<file path="src/rtl/dbt_pkg.sv">
package dbt_pkg;

  typedef enum logic [2:0] {
    ST_IDLE,
    ST_WR_PAT,
    ST_WR_GRD,
    ST_RD_REQ,
    ST_RD_WAIT,
    ST_DONE
  } dbt_state_e;

endpackage

</file>
<file path="src/rtl/dbt_pattern_table.sv">
module dbt_pattern_table #(
  parameter int DATA_W  = 64,
  parameter int NUM_PAT = 12,
  parameter int IDX_W   = 4
) (
  input  logic [IDX_W-1:0]  idx_i,
  output logic [DATA_W-1:0] pat_o
);
  localparam int HALF = NUM_PAT / 2;

  logic [DATA_W-1:0] tbl [NUM_PAT];

  // first half: bit b = bit k of b; second half mirrors it inverted
  for (genvar p = 0; p < NUM_PAT; p++) begin : g_pat
    localparam int K = (p < HALF) ? p : (NUM_PAT - 1 - p);
    localparam bit INV = (p >= HALF);
    for (genvar b = 0; b < DATA_W; b++) begin : g_bit
      assign tbl[p][b] = (((b >> K) & 1) == 1) ^ INV;
    end
  end

  always_comb begin
    pat_o = '0;
    for (int i = 0; i < NUM_PAT; i++)
      if (idx_i == IDX_W'(i)) pat_o = tbl[i];
  end

endmodule

</file>
<file path="src/rtl/dbt_sequencer.sv">
module dbt_sequencer
  import dbt_pkg::*;
#(
  parameter int              ADDR_W  = 16,
  parameter int              DATA_W  = 64,
  parameter int              NUM_PAT = 12,
  parameter int              IDX_W   = 4,
  parameter logic [DATA_W-1:0] GUARD = 64'h0123_4567_89AB_CDEF
) (
  input  logic              clk_i,
  input  logic              rst_ni,
  input  logic              start_i,
  input  logic [ADDR_W-1:0] base_addr_i,
  input  logic [DATA_W-1:0] pat_i,
  output logic [IDX_W-1:0]  idx_o,
  output logic [ADDR_W-1:0] base_o,
  output logic [ADDR_W-1:0] mem_addr_o,
  output logic [DATA_W-1:0] mem_wdata_o,
  output logic              mem_we_o,
  output logic              mem_re_o,
  input  logic              mem_rvalid_i,
  output logic              cmp_en_o,
  output logic              clear_o,
  output logic              busy_o,
  output logic              done_o
);
  localparam logic [IDX_W-1:0] LAST = IDX_W'(NUM_PAT - 1);

  dbt_state_e        st_q;
  logic [IDX_W-1:0]  idx_q;
  logic [ADDR_W-1:0] base_q;
  logic              accept;

  assign accept = start_i && (st_q == ST_IDLE || st_q == ST_DONE);

  always_ff @(posedge clk_i or negedge rst_ni) begin
    if (!rst_ni) begin
      st_q   <= ST_IDLE;
      idx_q  <= '0;
      base_q <= '0;
    end else begin
      case (st_q)
        ST_IDLE, ST_DONE: begin
          if (accept) begin
            base_q <= base_addr_i;
            idx_q  <= '0;
            st_q   <= ST_WR_PAT;
          end
        end
        ST_WR_PAT: st_q <= ST_WR_GRD;
        ST_WR_GRD: st_q <= ST_RD_REQ;
        ST_RD_REQ: st_q <= ST_RD_WAIT;
        ST_RD_WAIT: begin
          if (mem_rvalid_i) begin
            if (idx_q == LAST) begin
              st_q <= ST_DONE;
            end else begin
              idx_q <= idx_q + 1'b1;
              st_q  <= ST_WR_PAT;
            end
          end
        end
        default: st_q <= ST_IDLE;
      endcase
    end
  end

  assign idx_o       = idx_q;
  assign base_o      = base_q;
  assign mem_we_o    = (st_q == ST_WR_PAT) || (st_q == ST_WR_GRD);
  assign mem_re_o    = (st_q == ST_RD_REQ);
  assign mem_addr_o  = (st_q == ST_WR_GRD) ? ADDR_W'(base_q + 1'b1) : base_q;
  assign mem_wdata_o = (st_q == ST_WR_GRD) ? GUARD : pat_i;
  assign cmp_en_o    = (st_q == ST_RD_WAIT) && mem_rvalid_i;
  assign clear_o     = accept;
  assign busy_o      = !(st_q == ST_IDLE || st_q == ST_DONE);
  assign done_o      = (st_q == ST_DONE);


  guard_follows_pat_chk: assert property (@(posedge clk_i) disable iff (!rst_ni)
    (st_q == ST_WR_PAT) |=> mem_we_o && mem_wdata_o == GUARD &&
                            mem_addr_o == ADDR_W'($past(mem_addr_o) + 1'b1));


  read_after_guard_chk: assert property (@(posedge clk_i) disable iff (!rst_ni)
    mem_re_o |-> $past(mem_we_o) && $past(mem_wdata_o) == GUARD &&
                 mem_addr_o == ADDR_W'($past(mem_addr_o) - 1'b1));


  single_read_chk: assert property (@(posedge clk_i) disable iff (!rst_ni)
    mem_re_o |=> !mem_re_o && !mem_we_o);


  done_hold_chk: assert property (@(posedge clk_i) disable iff (!rst_ni)
    done_o && !start_i |=> done_o && !mem_we_o && !mem_re_o);


  busy_ignore_chk: assert property (@(posedge clk_i) disable iff (!rst_ni)
    busy_o && start_i |=> $stable(base_q));

endmodule

</file>
<file path="src/rtl/dbt_capture.sv">
module dbt_capture #(
  parameter int ADDR_W = 16,
  parameter int DATA_W = 64
) (
  input  logic              clk_i,
  input  logic              rst_ni,
  input  logic              clear_i,
  input  logic              cmp_en_i,
  input  logic [ADDR_W-1:0] addr_i,
  input  logic [DATA_W-1:0] exp_i,
  input  logic [DATA_W-1:0] obs_i,
  output logic              fail_o,
  output logic [ADDR_W-1:0] err_addr_o,
  output logic [DATA_W-1:0] err_exp_o,
  output logic [DATA_W-1:0] err_obs_o
);
  logic mismatch;

  // obs_i is sampled only here, once per read
  assign mismatch = cmp_en_i && (obs_i != exp_i);

  always_ff @(posedge clk_i or negedge rst_ni) begin
    if (!rst_ni) begin
      fail_o     <= 1'b0;
      err_addr_o <= '0;
      err_exp_o  <= '0;
      err_obs_o  <= '0;
    end else if (clear_i) begin
      fail_o     <= 1'b0;
      err_addr_o <= '0;
      err_exp_o  <= '0;
      err_obs_o  <= '0;
    end else if (mismatch && !fail_o) begin
      fail_o     <= 1'b1;
      err_addr_o <= addr_i;
      err_exp_o  <= exp_i;
      err_obs_o  <= obs_i;
    end
  end


  fail_sticky_chk: assert property (@(posedge clk_i) disable iff (!rst_ni)
    fail_o && !clear_i |=> fail_o);


  capture_hold_chk: assert property (@(posedge clk_i) disable iff (!rst_ni)
    fail_o && !clear_i |=> $stable(err_addr_o) && $stable(err_exp_o) && $stable(err_obs_o));


  first_capture_chk: assert property (@(posedge clk_i) disable iff (!rst_ni)
    cmp_en_i && !fail_o && !clear_i && (obs_i != exp_i) |=> fail_o && err_obs_o == $past(obs_i));

endmodule

</file>
<file path="src/rtl/dbus_line_tester.sv">
module dbus_line_tester #(
  parameter int              ADDR_W = 16,
  parameter int              DATA_W = 64,
  parameter logic [DATA_W-1:0] GUARD = 64'h0123_4567_89AB_CDEF
) (
  input  logic              clk_i,
  input  logic              rst_ni,
  input  logic              start_i,
  input  logic [ADDR_W-1:0] base_addr_i,
  output logic [ADDR_W-1:0] mem_addr_o,
  output logic [DATA_W-1:0] mem_wdata_o,
  output logic              mem_we_o,
  output logic              mem_re_o,
  input  logic [DATA_W-1:0] mem_rdata_i,
  input  logic              mem_rvalid_i,
  output logic              busy_o,
  output logic              done_o,
  output logic              fail_o,
  output logic [ADDR_W-1:0] err_addr_o,
  output logic [DATA_W-1:0] err_exp_o,
  output logic [DATA_W-1:0] err_obs_o
);
  localparam int NUM_PAT = 2 * $clog2(DATA_W);
  localparam int IDX_W   = $clog2(NUM_PAT);

  logic [IDX_W-1:0]  idx;
  logic [DATA_W-1:0] pat;
  logic [ADDR_W-1:0] base;
  logic              cmp_en;
  logic              clear;

  dbt_pattern_table #(
    .DATA_W (DATA_W),
    .NUM_PAT(NUM_PAT),
    .IDX_W  (IDX_W)
  ) u_tbl (
    .idx_i(idx),
    .pat_o(pat)
  );

  dbt_sequencer #(
    .ADDR_W (ADDR_W),
    .DATA_W (DATA_W),
    .NUM_PAT(NUM_PAT),
    .IDX_W  (IDX_W),
    .GUARD  (GUARD)
  ) u_seq (
    .clk_i       (clk_i),
    .rst_ni      (rst_ni),
    .start_i     (start_i),
    .base_addr_i (base_addr_i),
    .pat_i       (pat),
    .idx_o       (idx),
    .base_o      (base),
    .mem_addr_o  (mem_addr_o),
    .mem_wdata_o (mem_wdata_o),
    .mem_we_o    (mem_we_o),
    .mem_re_o    (mem_re_o),
    .mem_rvalid_i(mem_rvalid_i),
    .cmp_en_o    (cmp_en),
    .clear_o     (clear),
    .busy_o      (busy_o),
    .done_o      (done_o)
  );

  dbt_capture #(
    .ADDR_W(ADDR_W),
    .DATA_W(DATA_W)
  ) u_cap (
    .clk_i     (clk_i),
    .rst_ni    (rst_ni),
    .clear_i   (clear),
    .cmp_en_i  (cmp_en),
    .addr_i    (base),
    .exp_i     (pat),
    .obs_i     (mem_rdata_i),
    .fail_o    (fail_o),
    .err_addr_o(err_addr_o),
    .err_exp_o (err_exp_o),
    .err_obs_o (err_obs_o)
  );


  idle_after_reset_chk: assert property (@(posedge clk_i) disable iff (!rst_ni)
    !$past(rst_ni) |-> !busy_o && !done_o && !fail_o);

endmodule

</file>
<file path="config.mk">
export PLATFORM = sky130hd
export DESIGN_NAME = dbus_line_tester
export DESIGN_NICKNAME = d
export VERILOG_FILES = /design/src/rtl/dbt_pkg.sv /design/src/rtl/dbt_pattern_table.sv /design/src/rtl/dbt_sequencer.sv /design/src/rtl/dbt_capture.sv /design/src/rtl/dbus_line_tester.sv
export SDC_FILE = /design/constraint.sdc
export NUM_CORES = 1
export LEC_CHECK = 0
export BUFFER_PORTS_ARGS = -buffer_cell sky130_fd_sc_hd__buf_2
export CAP_MARGIN = 20
export CORE_ASPECT_RATIO = 0.75
export CORE_UTILIZATION = 45
export DETAILED_ROUTE_END_ITERATION = 6
export HOLD_SLACK_MARGIN = 0.02
export PLACE_DENSITY = 0.71
export SLEW_MARGIN = 20
export SYNTH_ARGS = -nofsm -noshare
export SYNTH_HDL_FRONTEND = slang
export SYNTH_SLANG_ARGS = --single-unit
</file>
<file path="constraint.sdc">
create_clock -name clk_i -period 5.5 [get_ports clk_i]
set_input_delay 0 -clock clk_i [delete_from_list [all_inputs] [get_ports clk_i]]
set_output_delay 0 -clock clk_i [all_outputs]
set_load 0.02 [all_outputs]
</file>
==> run metrics <==
maximum achievable frequency=around 190 MHz; clock skew after layout=around 0.02 ns; top cells by area in the synthesized netlist=sky130_fd_sc_hd__dfrtp_1 (41%), sky130_fd_sc_hd__mux2i_1 (14%), sky130_fd_sc_hd__nand2_1 (9.1%); share of power burned in combinational logic=around three fifths; drc violations=0; cell-by-cell trace of the critical path=inv_1, ha_1, buf_4, or2_1, a2bb2oi_2, xnor2_1, a2111oi_0, nand4_1, o31ai_4, buf_12, buf_4, mux2i_1; sequential area share after synthesis=40.94%; Setup-failing EPs final=0; synthesized instance count=between 1,000 and 1,500; wire length of the first global-routing pass=between 50,000 and 60,000 µm; clk_lat worst skew=between 0.4 and 0.5 ns; critical register-to-register path startpoint=u_seq.idx_o[0]; total routing usage reported by global routing=33.57%; diodes inserted=0; Fin Setup TNS=0 ns; Mapped Avg Cell Area=around 8.8 µm²; initial detailed-routing violation count=1,058; cell class contributing the biggest share of worst-path delay=compound AO/OA/AOI/OAI gates; relative slew slack=approximately a quarter; clock power share=14.5%; top_reg_cell synth=sky130_fd_sc_hd__dfrtp_1; crit path capture type=flip-flop; sequential fraction of design power=roughly a quarter; longest individual stage delay on the worst path=between 0.9 and 1 ns; setup repair after global routing missed its margin=no; maximum fanout encountered on the critical timing path=36; Post-Syn Area=between 10,000 and 15,000 µm²; routability congestion estimate from global placement=1.047; clock slew at the register clock pins of the worst setup and hold paths=roughly 0.070 ns; worst min-delay path category=input pin to asynchronous set/reset pin; internal power of the cells=approximately 3.8 mW; startpoint kind of the worst setup timing path=flip-flop; count of buffers from port buffering=roughly 310; Post-CTS Setup Inserts=0; async set-reset flop share out of synthesis=between 90% and 100%; initial antenna violation count=1; number of buffers inserted during clock tree synthesis=17; Die Ht=roughly 130 µm; sum of buffers and inverters on the critical path=4; final net count=between 1,500 and 2,000; WS Path Type=flip-flop to flip-flop; number of failing hold endpoints at the final stage=0; Worst EP arrival=between 5 and 6 ns; wire length after detailed routing=just under 40,000 µm; number of max-slew violations in the final report=0; number of placed cells counting well taps=1,725; cell type of the slowest stage on the worst timing path=sky130_fd_sc_hd__ha_1; total clock sinks=roughly 170; Clock Path Buffers=2; via-per-instance ratio=5.593; slew at the pin with the worst max-slew slack=between 1 and 1.5 ns; post-route non-filler standard cell count=around 1,800; P&R area growth vs syn=30.68%; number of cell rows=between 40 and 50; syn_nets=approximately 1,300; most numerous cell types in the synthesized netlist=sky130_fd_sc_hd__nand2_1 (250), sky130_fd_sc_hd__dfrtp_1 (168), sky130_fd_sc_hd__mux2i_1 (146); post-route worst setup slack=around 0.23 ns; run status=finished clean; detailed placement HPWL=between 20,000 and 30,000 µm; DR vias=just over 10,000; initial cell density of the core=46.19%; remaining antenna violation count after routing=0; critical register-to-register path endpoint=u_cap.err_exp_o[8]; die width=approximately 180 µm; IR drop worst, VDD=between 0.3 and 0.4 mV; # H-tree levels=4; number of storage elements in the synthesis netlist=approximately 170; post-layout minimum cycle time=5.268 ns; number of enable flip-flop cells after synthesis=0; cell taking the most area after synthesis=sky130_fd_sc_hd__dfrtp_1; WL per Instance=around 21 µm; Required @ worst endpoint=5.86 ns; switching part of the total power=around half; maximum number of pins on one net before global-route repair=66; boundary pin count=between 300 and 400; cell occurring most often along the worst timing path=sky130_fd_sc_hd__buf_4; area inside the core boundary=22,230 µm²; count of cell types in the netlist=between 80 and 90; via count of the first global-routing pass=around 10,000; number of warnings printed during yosys synthesis=0; power density relative to cell area=~590 nW/µm²; most common cell in the synthesized netlist=sky130_fd_sc_hd__nand2_1; root buffer cell=sky130_fd_sc_hd__clkbuf_16; PostCTS Resize Cnt=0; Reg2Reg Depth=12; number of detailed-routing iterations run before antenna repair=6; layout cell share with drive strength beyond 1=between 20% and 30%; number of inserted filler cells in the final layout=1,908; Final Hold Slack=~0.083 ns; setup slack of the most critical reg-to-reg path=~0.23 ns; Die Footprint=roughly 23,000 µm²; switching power=around 4.1 mW; clock tree from TritonCTS=done; aggregate global routing overflow=0; pre-CTS WS=~0.55 ns; max capacitance violation total=0; share of the cycle needed by the critical path after routing=between 90% and 100%; leakage power total=between 7 and 8 nW; top-area cell type share of the netlist area=between 40% and 50%
## stage by stage
step	utilization [%]	cell area (µm²)	power, mW
final	60.37	13420	7.902
after global routing	60.37	13420	8.313
after CTS	60.37	13420	7.821
after detailed placement	54.11	12030	6.612
after global placement	54.11	12030	6.562
after floorplan	-	10270	4.894
## power by group through the flow
stage | Combinational (mW) | Clock [mW] | Sequential (mW)
finish | 4.74 | 1.14 | 2.01
global route | 5.04 | 1.21 | 2.06
CTS | 4.66 | 1.16 | 2.00
detailed placement | 4.59 | 0 | 2.02
global placement | 4.55 | 0 | 2.01
floorplan | 2.44 | 0 | 2.45
## state kept, by name (all words and copies together), names as in the netlist
signal / count
u_cap.err_exp_o: 64
u_cap.err_obs_o: 64
u_cap.err_addr_o: 16
u_seq.base_o: 16
u_seq.idx_o: 4
u_seq.st_q: 3
u_cap.fail_o: 1
## layout by cell type, fill, tap and decap left out, types with 14 or more instances in the layout
master and n:
sky130_fd_sc_hd__buf_4 31, sky130_fd_sc_hd__xnor2_1 55, sky130_fd_sc_hd__nor2_1 70, sky130_fd_sc_hd__dlygate4sd3_1 84, sky130_fd_sc_hd__nand2_1 249, sky130_fd_sc_hd__inv_1 88, sky130_fd_sc_hd__buf_2 311, sky130_fd_sc_hd__dfrtp_1 168
sky130_fd_sc_hd__nor2b_1 14, sky130_fd_sc_hd__mux2i_1 146, sky130_fd_sc_hd__clkbuf_16 17, sky130_fd_sc_hd__a21oi_1 35, sky130_fd_sc_hd__nand3_1 23, sky130_fd_sc_hd__and2_1 14, sky130_fd_sc_hd__o21ai_0 32
## area by class of cell
type	count	area, µm²	share of cell area [%]
clock inverter	11	90.09	0.6713
timing repair buffer	431	2721	20.28
multi-input combinational	826	5238	39.03
sequential	168	4204	31.33
tap	294	367.9	2.741
clock buffer	21	460.4	3.431
inverter	90	337.8	2.517
## layer usage
layer,vias up,GRT usage [%],wire (µm)
met5,-,0,0
met2,596,48.49,16650
met1,4989,47.34,17210
met4,0,12.36,1113
li1,4621,-,-
met3,91,9.885,4108
## timing repair
action,in CTS,in global routing
setup endpoints to repair,0,0
endpoints found under the hold margin,137,0
hold buffers,84,0
## kinds of logic after synthesis
family | count (synthesis) | share of synthesized area (%)
flip-flops | 168 | 40.94
AO/OA/AOI/OAI | 152 | 10.24
XOR/XNOR | 58 | 4.947
multiplexers | 149 | 14.56
buffers and inverters | 173 | 8.334
AND/OR/NAND/NOR | 462 | 20.37
adder cells (fa/ha/maj) | 5 | 0.6092
## worst max path at each step
stage	from	endpoint	depth (start not counted)
global placement	u_seq.idx_o[0]	u_cap.err_exp_o[10]	12
detailed placement	u_seq.idx_o[0]	u_cap.err_exp_o[8]	12
CTS	u_seq.idx_o[0]	u_cap.err_exp_o[8]	12
floorplan	u_seq.idx_o[0]	u_cap.err_exp_o[15]	13
finish	u_seq.idx_o[0]	u_cap.err_exp_o[8]	12
global route	u_seq.idx_o[0]	u_cap.err_exp_o[8]	12
(Power assumes the default switching activity.)
